--- src/rtl/otp_rd_pkg.sv ---
package otp_rd_pkg;

    // register offsets (software-visible layout)
    localparam logic [7:0] OFS_GCTRL  = 8'h00;
    localparam logic [7:0] OFS_RDATA  = 8'h04;
    localparam logic [7:0] OFS_WDATA  = 8'h08;
    localparam logic [7:0] OFS_INDEX  = 8'h0C;
    localparam logic [7:0] OFS_MODE   = 8'h10;
    localparam logic [7:0] OFS_STATUS = 8'h14;
    localparam logic [7:0] OFS_WTIME  = 8'h20;
    localparam logic [7:0] OFS_RTIME  = 8'h24;
    localparam logic [7:0] OFS_DEBNC  = 8'h28;

    // plain storage registers
    localparam int NSTORE = 5;
    localparam logic [7:0] STORE_OFS [NSTORE] =
        '{OFS_GCTRL, OFS_WDATA, OFS_WTIME, OFS_RTIME, OFS_DEBNC};

    // command bits
    localparam int CMD_PGM = 0;
    localparam int CMD_RD  = 1;
    localparam int CMD_CLR = 2;

    // status bits
    localparam int ST_PGM   = 0;
    localparam int ST_RBUSY = 1;
    localparam int ST_STBY  = 2;
    localparam int ST_PROT  = 3;
    localparam int ST_DONE  = 4;

    typedef enum logic {
        SEQ_IDLE,
        SEQ_READ
    } seq_state_e;

    typedef struct packed {
        logic prot;
        logic done;
        logic stby;
        logic rbusy;
    } seq_status_t;

    typedef struct packed {
        logic start;
        logic clear;
    } mode_cmd_t;

    function automatic logic [7:0] pack_status(seq_status_t s);
        logic [7:0] v;
        v = '0;
        v[ST_RBUSY] = s.rbusy;
        v[ST_STBY]  = s.stby;
        v[ST_PROT]  = s.prot;
        v[ST_DONE]  = s.done;
        return v;
    endfunction

endpackage

--- src/rtl/otp_rd_regs.sv ---
module otp_rd_regs
    import otp_rd_pkg::*;
#(
    parameter int BUS_W  = 32,
    parameter int ADDR_W = 8,
    parameter int BLK_W  = 5,
    parameter int WORD_W = 16
) (
    input  logic              clk,
    input  logic              rst,
    input  logic              en,
    input  logic [ADDR_W-1:0] addr,
    input  logic              wr,
    input  logic [BUS_W-1:0]  wdata,
    output logic [BUS_W-1:0]  rdata,
    input  logic [WORD_W-1:0] word_q,
    input  logic [7:0]        stat_bits,
    output logic [BLK_W-1:0]  blk_index,
    output mode_cmd_t         cmd
);

    logic wr_ok;
    assign wr_ok = wr && en;

    function automatic logic hit(logic [ADDR_W-1:0] a, logic [7:0] ofs);
        return a == ADDR_W'(ofs);
    endfunction

    logic [BUS_W-1:0] store_q [NSTORE];

    for (genvar g = 0; g < NSTORE; g++) begin : g_store
        always_ff @(posedge clk) begin
            if (rst) begin
                store_q[g] <= '0;
            end else if (wr_ok && hit(addr, STORE_OFS[g])) begin
                store_q[g] <= wdata;
            end
        end
    end

    always_ff @(posedge clk) begin
        if (rst) begin
            blk_index <= '0;
        end else if (wr_ok && hit(addr, OFS_INDEX)) begin
            blk_index <= wdata[BLK_W-1:0];
        end
    end

    always_comb begin
        cmd.start = wr_ok && hit(addr, OFS_MODE) && wdata[CMD_RD];
        cmd.clear = wr_ok && hit(addr, OFS_MODE) && wdata[CMD_CLR];
    end

    always_comb begin
        rdata = '0;
        if (hit(addr, OFS_RDATA)) begin
            rdata = BUS_W'(word_q);
        end else if (hit(addr, OFS_INDEX)) begin
            rdata = BUS_W'(blk_index);
        end else if (hit(addr, OFS_STATUS)) begin
            rdata = BUS_W'(stat_bits);
        end
        for (int k = 0; k < NSTORE; k++) begin
            if (hit(addr, STORE_OFS[k])) begin
                rdata = store_q[k];
            end
        end
    end

endmodule

--- src/rtl/otp_rd_seq.sv ---
module otp_rd_seq
    import otp_rd_pkg::*;
#(
    parameter int LATENCY = 4,
    parameter int BLK_W   = 5,
    parameter int WORD_W  = 16
) (
    input  logic              clk,
    input  logic              rst,
    input  logic              en,
    input  logic              prot_in,
    input  mode_cmd_t         cmd,
    input  logic [BLK_W-1:0]  blk_index,
    output logic              arr_req,
    output logic [BLK_W-1:0]  arr_index,
    input  logic [WORD_W-1:0] arr_data,
    output logic [WORD_W-1:0] word_q,
    output seq_status_t       stat
);

    localparam int CNT_W = (LATENCY < 2) ? 1 : $clog2(LATENCY);
    localparam logic [CNT_W-1:0] CNT_LAST = CNT_W'(LATENCY - 1);

    seq_state_e       state_q;
    logic [CNT_W-1:0] cnt_q;
    logic             done_q;
    logic [BLK_W-1:0] blk_q;

    always_ff @(posedge clk) begin
        if (rst) begin
            state_q <= SEQ_IDLE;
            cnt_q   <= '0;
            done_q  <= 1'b0;
            blk_q   <= '0;
            word_q  <= '0;
        end else if (!en) begin
            state_q <= SEQ_IDLE;
            cnt_q   <= '0;
            done_q  <= 1'b0;
        end else begin
            if (cmd.clear) begin
                done_q <= 1'b0;
            end
            case (state_q)
                SEQ_IDLE: begin
                    if (cmd.start && !done_q) begin
                        state_q <= SEQ_READ;
                        cnt_q   <= '0;
                        blk_q   <= blk_index;
                    end
                end
                SEQ_READ: begin
                    if (cnt_q == CNT_LAST) begin
                        word_q  <= arr_data;
                        done_q  <= 1'b1;
                        state_q <= SEQ_IDLE;
                    end else begin
                        cnt_q <= cnt_q + 1'b1;
                    end
                end
                default: state_q <= SEQ_IDLE;
            endcase
        end
    end

    assign arr_req   = (state_q == SEQ_READ);
    assign arr_index = blk_q;

    always_comb begin
        stat.rbusy = en && (state_q == SEQ_READ);
        stat.stby  = en && (state_q == SEQ_IDLE);
        stat.done  = en && done_q;
        stat.prot  = en && prot_in;
    end

endmodule

--- src/rtl/otp_read_ctrl.sv ---
module otp_read_ctrl
    import otp_rd_pkg::*;
#(
    parameter int NUM_BLOCKS = 32,
    parameter int WORD_W     = 16,
    parameter int LATENCY    = 4,
    parameter int BUS_W      = 32,
    parameter int ADDR_W     = 8
) (
    input  logic                          clk,
    input  logic                          rst,
    input  logic                          mod_en,
    input  logic                          protect_in,
    input  logic [ADDR_W-1:0]             reg_addr,
    input  logic                          reg_wr,
    input  logic [BUS_W-1:0]              reg_wdata,
    output logic [BUS_W-1:0]              reg_rdata,
    output logic                          arr_req,
    output logic [$clog2(NUM_BLOCKS)-1:0] arr_index,
    input  logic [WORD_W-1:0]             arr_data
);

    localparam int BLK_W = $clog2(NUM_BLOCKS);

    mode_cmd_t         cmd;
    logic [BLK_W-1:0]  blk_index;
    logic [WORD_W-1:0] word_q;
    seq_status_t       seq_stat;
    logic [7:0]        stat_bits;

    assign stat_bits = pack_status(seq_stat);

    otp_rd_regs #(
        .BUS_W (BUS_W),
        .ADDR_W(ADDR_W),
        .BLK_W (BLK_W),
        .WORD_W(WORD_W)
    ) i_regs (
        .clk      (clk),
        .rst      (rst),
        .en       (mod_en),
        .addr     (reg_addr),
        .wr       (reg_wr),
        .wdata    (reg_wdata),
        .rdata    (reg_rdata),
        .word_q   (word_q),
        .stat_bits(stat_bits),
        .blk_index(blk_index),
        .cmd      (cmd)
    );

    otp_rd_seq #(
        .LATENCY(LATENCY),
        .BLK_W  (BLK_W),
        .WORD_W (WORD_W)
    ) i_seq (
        .clk      (clk),
        .rst      (rst),
        .en       (mod_en),
        .prot_in  (protect_in),
        .cmd      (cmd),
        .blk_index(blk_index),
        .arr_req  (arr_req),
        .arr_index(arr_index),
        .arr_data (arr_data),
        .word_q   (word_q),
        .stat     (seq_stat)
    );

endmodule

--- config.mk ---
export PLATFORM = sky130hd
export DESIGN_NAME = otp_read_ctrl
export DESIGN_NICKNAME = d
export VERILOG_FILES = /design/src/rtl/otp_rd_pkg.sv /design/src/rtl/otp_rd_regs.sv /design/src/rtl/otp_rd_seq.sv /design/src/rtl/otp_read_ctrl.sv
export SDC_FILE = /design/constraint.sdc
export NUM_CORES = 1
export LEC_CHECK = 0
export ABC_AREA = 1
export BUFFER_PORTS_ARGS = -buffer_cell sky130_fd_sc_hd__buf_2
export CORE_UTILIZATION = 50
export DETAILED_ROUTE_END_ITERATION = 8
export PLACE_DENSITY = 0.82
export SYNTH_ARGS = -nofsm -noshare
export SYNTH_HDL_FRONTEND = slang
export SYNTH_SLANG_ARGS = --single-unit
--- constraint.sdc ---
create_clock -name clk -period 8.3 [get_ports clk]
set_clock_uncertainty 0.1 [all_clocks]
set_input_delay 1.245 -clock clk [delete_from_list [all_inputs] [get_ports clk]]
set_output_delay 1.245 -clock clk [all_outputs]
set_load 0.1 [all_outputs]
==> results of run 1 <==
-- worst paths after layout --
path	endpoint	start	depth (start not counted)	slack [ns]
max	reg_rdata[3]	reg_addr[6]	11	3.42
min	i_seq.arr_index[0]	i_seq.arr_index[0]	2	0.36
max reg2reg	i_seq.word_q[12]	i_seq.cnt_q[0]	5	6.82
min reg2reg	i_seq.arr_index[0]	i_seq.arr_index[0]	2	0.36
-- synthesized netlist by cell type (all sizes together) (3+ instances only) --
library cell / instances
dfxtp: 30
a211oi: 5
o21ai: 39
or2: 3
clkbuf: 14
edfxtp: 160
a21oi: 52
nand2: 171
nand3: 38
nor2: 187
inv: 74
buf: 25
nand4: 17
o2111ai: 3
-- routing by layer --
layer	GRT usage	vias to the layer above	wire (µm)
li1	-	2924	-
met1	0.307	2843	7780
met2	0.428	257	9640
met3	0.0462	40	1310
met4	0.0992	0	443
met5	0	-	0
-- stage by stage --
stage	cell area (µm²)	utilization	power, mW	hold slack, ns
global placement	8860	0.558	1.18	0.340
CTS	9470	0.596	2.02	0.359
detailed placement	8860	0.558	1.18	0.345
global route	9470	0.596	2.07	0.369
finish	9470	0.596	2.01	0.356
floorplan	8130	-	1.15	0.324
-- logic make-up (layout without fill, tap and decap cells) --
group	after synthesis	count (layout)	share of synthesized area
simple gates	419	419	0.212
flops	190	190	0.665
buf+inv	113	218	0.0570
compound gates	100	100	0.0648
fa+ha+maj	1	1	0.00154
-- power by group through the flow --
stage,registers (mW),logic (mW),clock network [mW]
detailed placement,1.10,0.0813,0
floorplan,1.10,0.0445,0
global placement,1.10,0.0800,0
global route,1.09,0.0890,0.894
CTS,1.08,0.0819,0.857
finish,1.08,0.0815,0.851
-- critical path: stages --
cell     delay (ns)
buf_2          0.10
inv_1          0.04
nand2_1        0.08
nor2_1         0.53
nand2_1        0.49
nor2_1         0.31
nor2_1         0.10
nand4_1        0.08
nand2_1        0.05
nand2_1        0.07
buf_2          0.42
-- cell type report --
class / count / area (µm²) / area share
clock buffers: 18 / 429 / 0.0453
clock inverters: 14 / 186 / 0.0197
inverters: 74 / 278 / 0.0293
multi-input cells: 520 / 2310 / 0.244
flip-flops and latches: 190 / 5410 / 0.571
well taps: 216 / 270 / 0.0285
repair buffers: 112 / 596 / 0.0629
-- sequential cells by signal, summed over array words and instances (netlist names) --
register,flops
i_seq.word_q,16
i_seq.arr_req,1
i_regs.store_q,160
i_seq.cnt_q,2
i_regs.blk_index,5
i_seq.arr_index,5
i_seq.done_q,1
==> results.py, run 1 <==
metrics = {
    "die": {
        "boundaryPins": 99,
        "die_area_mm2": 0.0168,
        "core_mm2": 0.0159,
        "chipHeight_um": 129,
        "start_util": 0.512,
        "die_x_um": 129,
        "rows": 46,
    },
    "route": {
        "drtIter0Drc": 592,
        "drt-total-wl_mm": 19.2,
        "drc": 0,
        "drtAntennaViolNets": 0,
        "avgViaCountPerCell": 5.30,
        "vias": 6064,
        "avgRoutedWirePerCell_um": 16.8,
        "firstDrtPassIters": 5,
    },
    "place": {
        "placed_cells": 1112,
        "dpl_worst_slack_ns": 3.46,
        "gp_congestion": 0.865,
        "io_buffers": 98,
        "dp_hpwl_mm": 11.8,
    },
    "cells_and_area": {
        "diodes": 0,
        "drive_gt1_frac": 0.178,
        "mostFrequentLayoutCells": "nor2_1 (180), nand2_1 (169), edfxtp_1 (160)",
        "fill_cells": 1321,
        "final_cells": 1144,
        "final_common_cell": "nor2_1",
        "areaGrowthSynthToFinish_pct": 16.6,
        "layout.nets": 977,
    },
    "global_routing": {
        "grt_pass1_wl_mm": 30.6,
        "grtUsageTotal": 0.247,
        "antenna_found_initial": 0,
        "overflow": 0,
        "grt_max_degree": 34,
        "grt_pass1_vias": 6094,
    },
    "power": {
        "ir_worst_vdd_mv": 0.170,
        "p_seq_frac": 0.537,
        "p_per_area_mw_per_mm2": 213,
        "internal_power_mw": 1.57,
        "clock_power_share": 0.422,
        "power_switching_mw": 0.445,
        "p_leak_nw": 3.86,
        "p_sw_frac": 0.221,
        "comb_power_share": 0.040,
    },
    "status": {
        "status": "finished, final reports clean",
    },
    "logic_synthesis": {
        "synth_fp_nets": 885,
        "yosys_warnings": 0,
        "synth_top_cell_area_share": 0.591,
        "synth_edf_count": 160,
        "synthFlopType": "edfxtp_1",
        "syn_avg_cell_area_um2": 9.88,
        "synth_area_leader_cell": "edfxtp_1",
        "ys_ff_latch": 190,
        "synth-async-reset-ratio": 0,
        "synth-seq-area-share": 0.665,
        "netlist_area_mm2": 0.00813,
        "synth_cells": 823,
        "ys_types": 30,
        "synthTopCellsByArea": "edfxtp_1 (59%), nor2_1 (8.4%), nand2_1 (7.8%)",
    },
    "clocking": {
        "clk_pin_slew_ns": 0.06,
        "clock_sinks": 190,
        "cts_resized": 0,
        "cts_tree": "yes",
        "post_cts_buffers": 0,
        "clk_path_buf_depth": 2,
        "cts_buffers": 17,
        "cts_hold_repair.buffers": 0,
        "root_buffer": "clkbuf_16",
        "clk_latency_ns": 0.43,
        "htreeDepth": 4,
    },
    "worst_setup_path": {
        "required_ns": 6.95,
        "cp_max_fo": 14,
        "cp-end-kind": "primary output",
        "cp-start-kind": "primary input",
        "path_class": "primary input to primary output",
        "critPathArrivalTime_ns": 3.53,
    },
    "timing": {
        "fin_crit_ns": 4.88,
        "fin_setup_tns_ns": 0,
        "grt_setup_unrepaired": "false",
        "fin_ws_ns": 3.42,
        "finalCritPeriodShare": 0.588,
        "fmax_mhz": 205,
        "tightest_slew_ns": 1.22,
        "setup_viol": 0,
        "hold_violations": 0,
        "slew_viol_final": 0,
        "relSlewSlack": 0.183,
    },
    "hold_path": {
        "hold_class": "flip-flop to flip-flop",
    },
    "flow_run": {
        "max_cap_violations": 0,
    },
}
No activity file was read; power rests on OpenSTA's default activity.
==> run 2: changes to the inputs <==
--- a/config.mk
+++ b/config.mk
@@ -9,7 +9,7 @@
 export BUFFER_PORTS_ARGS = -buffer_cell sky130_fd_sc_hd__buf_2
 export CORE_UTILIZATION = 50
 export DETAILED_ROUTE_END_ITERATION = 8
-export PLACE_DENSITY = 0.82
+export PLACE_DENSITY = 0.85
 export SYNTH_ARGS = -nofsm -noshare
 export SYNTH_HDL_FRONTEND = slang
 export SYNTH_SLANG_ARGS = --single-unit
==> constraint.sdc (replaced) <==
create_clock -name clk -period 4.1 [get_ports clk]
set_clock_uncertainty 0.1 [all_clocks]
set_input_delay 0.615 -clock clk [delete_from_list [all_inputs] [get_ports clk]]
set_output_delay 0.615 -clock clk [all_outputs]
set_load 0.1 [all_outputs]
==> results.py, run 2 (synthesis results as in run 1) <==
metrics = {
    "cells_and_area": {
        "layout.nets": 982,
        "final_common_cell": "nor2_1",
        "largest_reg_flops": 160,
        "mostFrequentLayoutCells": "nor2_1 (180), nand2_1 (169), edfxtp_1 (160)",
        "largest_register": "i_regs.store_q",
        "areaGrowthSynthToFinish_pct": 16.0,
        "final_cells": 1150,
        "drive_gt1_frac": 0.178,
        "reg_top3": "i_regs.store_q: 160 flops, i_seq.word_q: 16 flops",
        "fill_cells": 1342,
        "multiInputGateArea_mm2": 0.00231,
        "utilization": 0.594,
        "regArea_mm2": 0.00541,
    },
    "die": {
        "start_util": 0.512,
        "die_x_um": 129,
        "core_mm2": 0.0159,
        "boundaryPins": 99,
        "rows": 46,
        "chipHeight_um": 129,
        "die_area_mm2": 0.0168,
    },
    "route": {
        "drc": 0,
        "vias": 6103,
        "drtAntennaViolNets": 0,
        "firstDrtPassIters": 6,
        "avgViaCountPerCell": 5.31,
        "drtIter0Drc": 442,
        "avgRoutedWirePerCell_um": 16.6,
        "drt-total-wl_mm": 19.1,
    },
    "timing": {
        "fin_setup_tns_ns": 0,
        "fmax_mhz": 305,
        "relSlewSlack": 0.537,
        "grt_setup_unrepaired": "false",
        "tightest_slew_ns": 0.692,
        "setup_viol": 0,
        "finalCritPeriodShare": 0.800,
        "fin_ws_ns": 0.820,
        "hold_violations": 0,
        "fin_crit_ns": 3.28,
        "slew_viol_final": 0,
    },
    "flow_run": {
        "max_cap_violations": 0,
    },
    "global_routing": {
        "grt_pass1_vias": 5995,
        "grtUsageMet3": 0.0462,
        "grt_pass1_wl_mm": 30.3,
        "overflow": 0,
        "met2_usage": 0.423,
        "grt_max_degree": 35,
        "use_met1": 0.302,
        "antenna_found_initial": 1,
        "grt_most_used_layer": "met2",
        "grtUsageTotal": 0.244,
    },
    "worst_setup_path": {
        "cp_max_fo": 22,
        "worstSetupStartpoint": "reg_addr[1]",
        "critPathArrivalTime_ns": 2.56,
        "slowest_delay_ns": 0.43,
        "cp-start-kind": "primary input",
        "r2r-start": "i_seq.cnt_q[0]",
        "required_ns": 3.38,
        "critPathSlowestCell": "buf_2",
        "cp-end-kind": "primary output",
        "crit_path_frequent_cell": "nand2_1",
        "crit_buf_inv": 5,
        "cp_top_family": "buffers and inverters",
        "worstPathCellList": "buf_2, inv_1, nand2_2, nor2_1, nand2_1, nor2_2, buf_4, buf_4, nand2_1, nand4_1, nand2_1, nand2_1, buf_2",
        "path_class": "primary input to primary output",
    },
    "clocking": {
        "clk_path_buf_depth": 2,
        "root_buffer": "clkbuf_16",
        "htreeDepth": 4,
        "post_cts_buffers": 0,
        "clock_sinks": 190,
        "cts_hold_repair.buffers": 0,
        "cts_resized": 0,
        "clk_latency_ns": 0.43,
        "cts_tree": "yes",
        "clk_pin_slew_ns": 0.06,
        "cts_buffers": 17,
    },
    "place": {
        "dp_hpwl_mm": 12.3,
        "gp_congestion": 0.881,
        "dpl_worst_slack_ns": 0.832,
        "placed_cells": 1117,
        "io_buffers": 98,
    },
    "power": {
        "ir_worst_vdd_mv": 0.360,
        "p_leak_nw": 3.85,
        "p_total_mw": 3.81,
        "p_per_area_mw_per_mm2": 404,
    },
    "hold_path": {
        "min_from": "i_seq.word_q[11]",
        "hold_class": "flip-flop to flip-flop",
    },
    "status": {
        "status": "finished, final reports clean",
    },
}
run 2: metrics by stage:
step	cell area [µm²]	hold slack, ns
after floorplan	8130	0.324
after global placement	8920	0.341
after detailed placement	8920	0.339
after CTS	9430	0.346
after global routing	9430	0.375
final	9430	0.351
run 2: layout make-up:
type,count,share of cell area
multi-input combinational,520,0.245
clock buffer,18,0.0455
antenna,1,0.000265
clock inverter,14,0.00836
timing repair buffer,117,0.0698
sequential,190,0.573
tap,216,0.0287
inverter,74,0.0295
run 2: routing by layer:
metal | vias up | wire [µm]
li1 | 2922 | -
met4 | 0 | 477
met3 | 40 | 1320
met5 | - | 0
met2 | 226 | 9520
met1 | 2915 | 7760
run 2: report_power, final:
| part | switching, mW | internal, mW | leakage, nW | total (mW) |
|---|---|---|---|---|
| logic | 0.128 | 0.0416 | 1.84 | 0.170 |
| registers | 0.0226 | 2.17 | 1.76 | 2.19 |
| clock network | 0.690 | 0.761 | 0.253 | 1.45 |
run 2: final timing paths:
| kind | end | depth (start not counted) | slack (ns) |
|---|---|---|---|
| setup / recovery | reg_rdata[4] | 13 | 0.82 |
| hold / removal | i_seq.word_q[11] | 2 | 0.35 |
| setup reg to reg | i_seq.word_q[12] | 5 | 2.57 |
| hold reg to reg | i_seq.word_q[11] | 2 | 0.35 |
run 2: worst min-delay path, cell delays in order, from the launching register on:
cell and delay (ns):
dfxtp_1 0.30, inv_1 0.06, a21oi_1 0.05
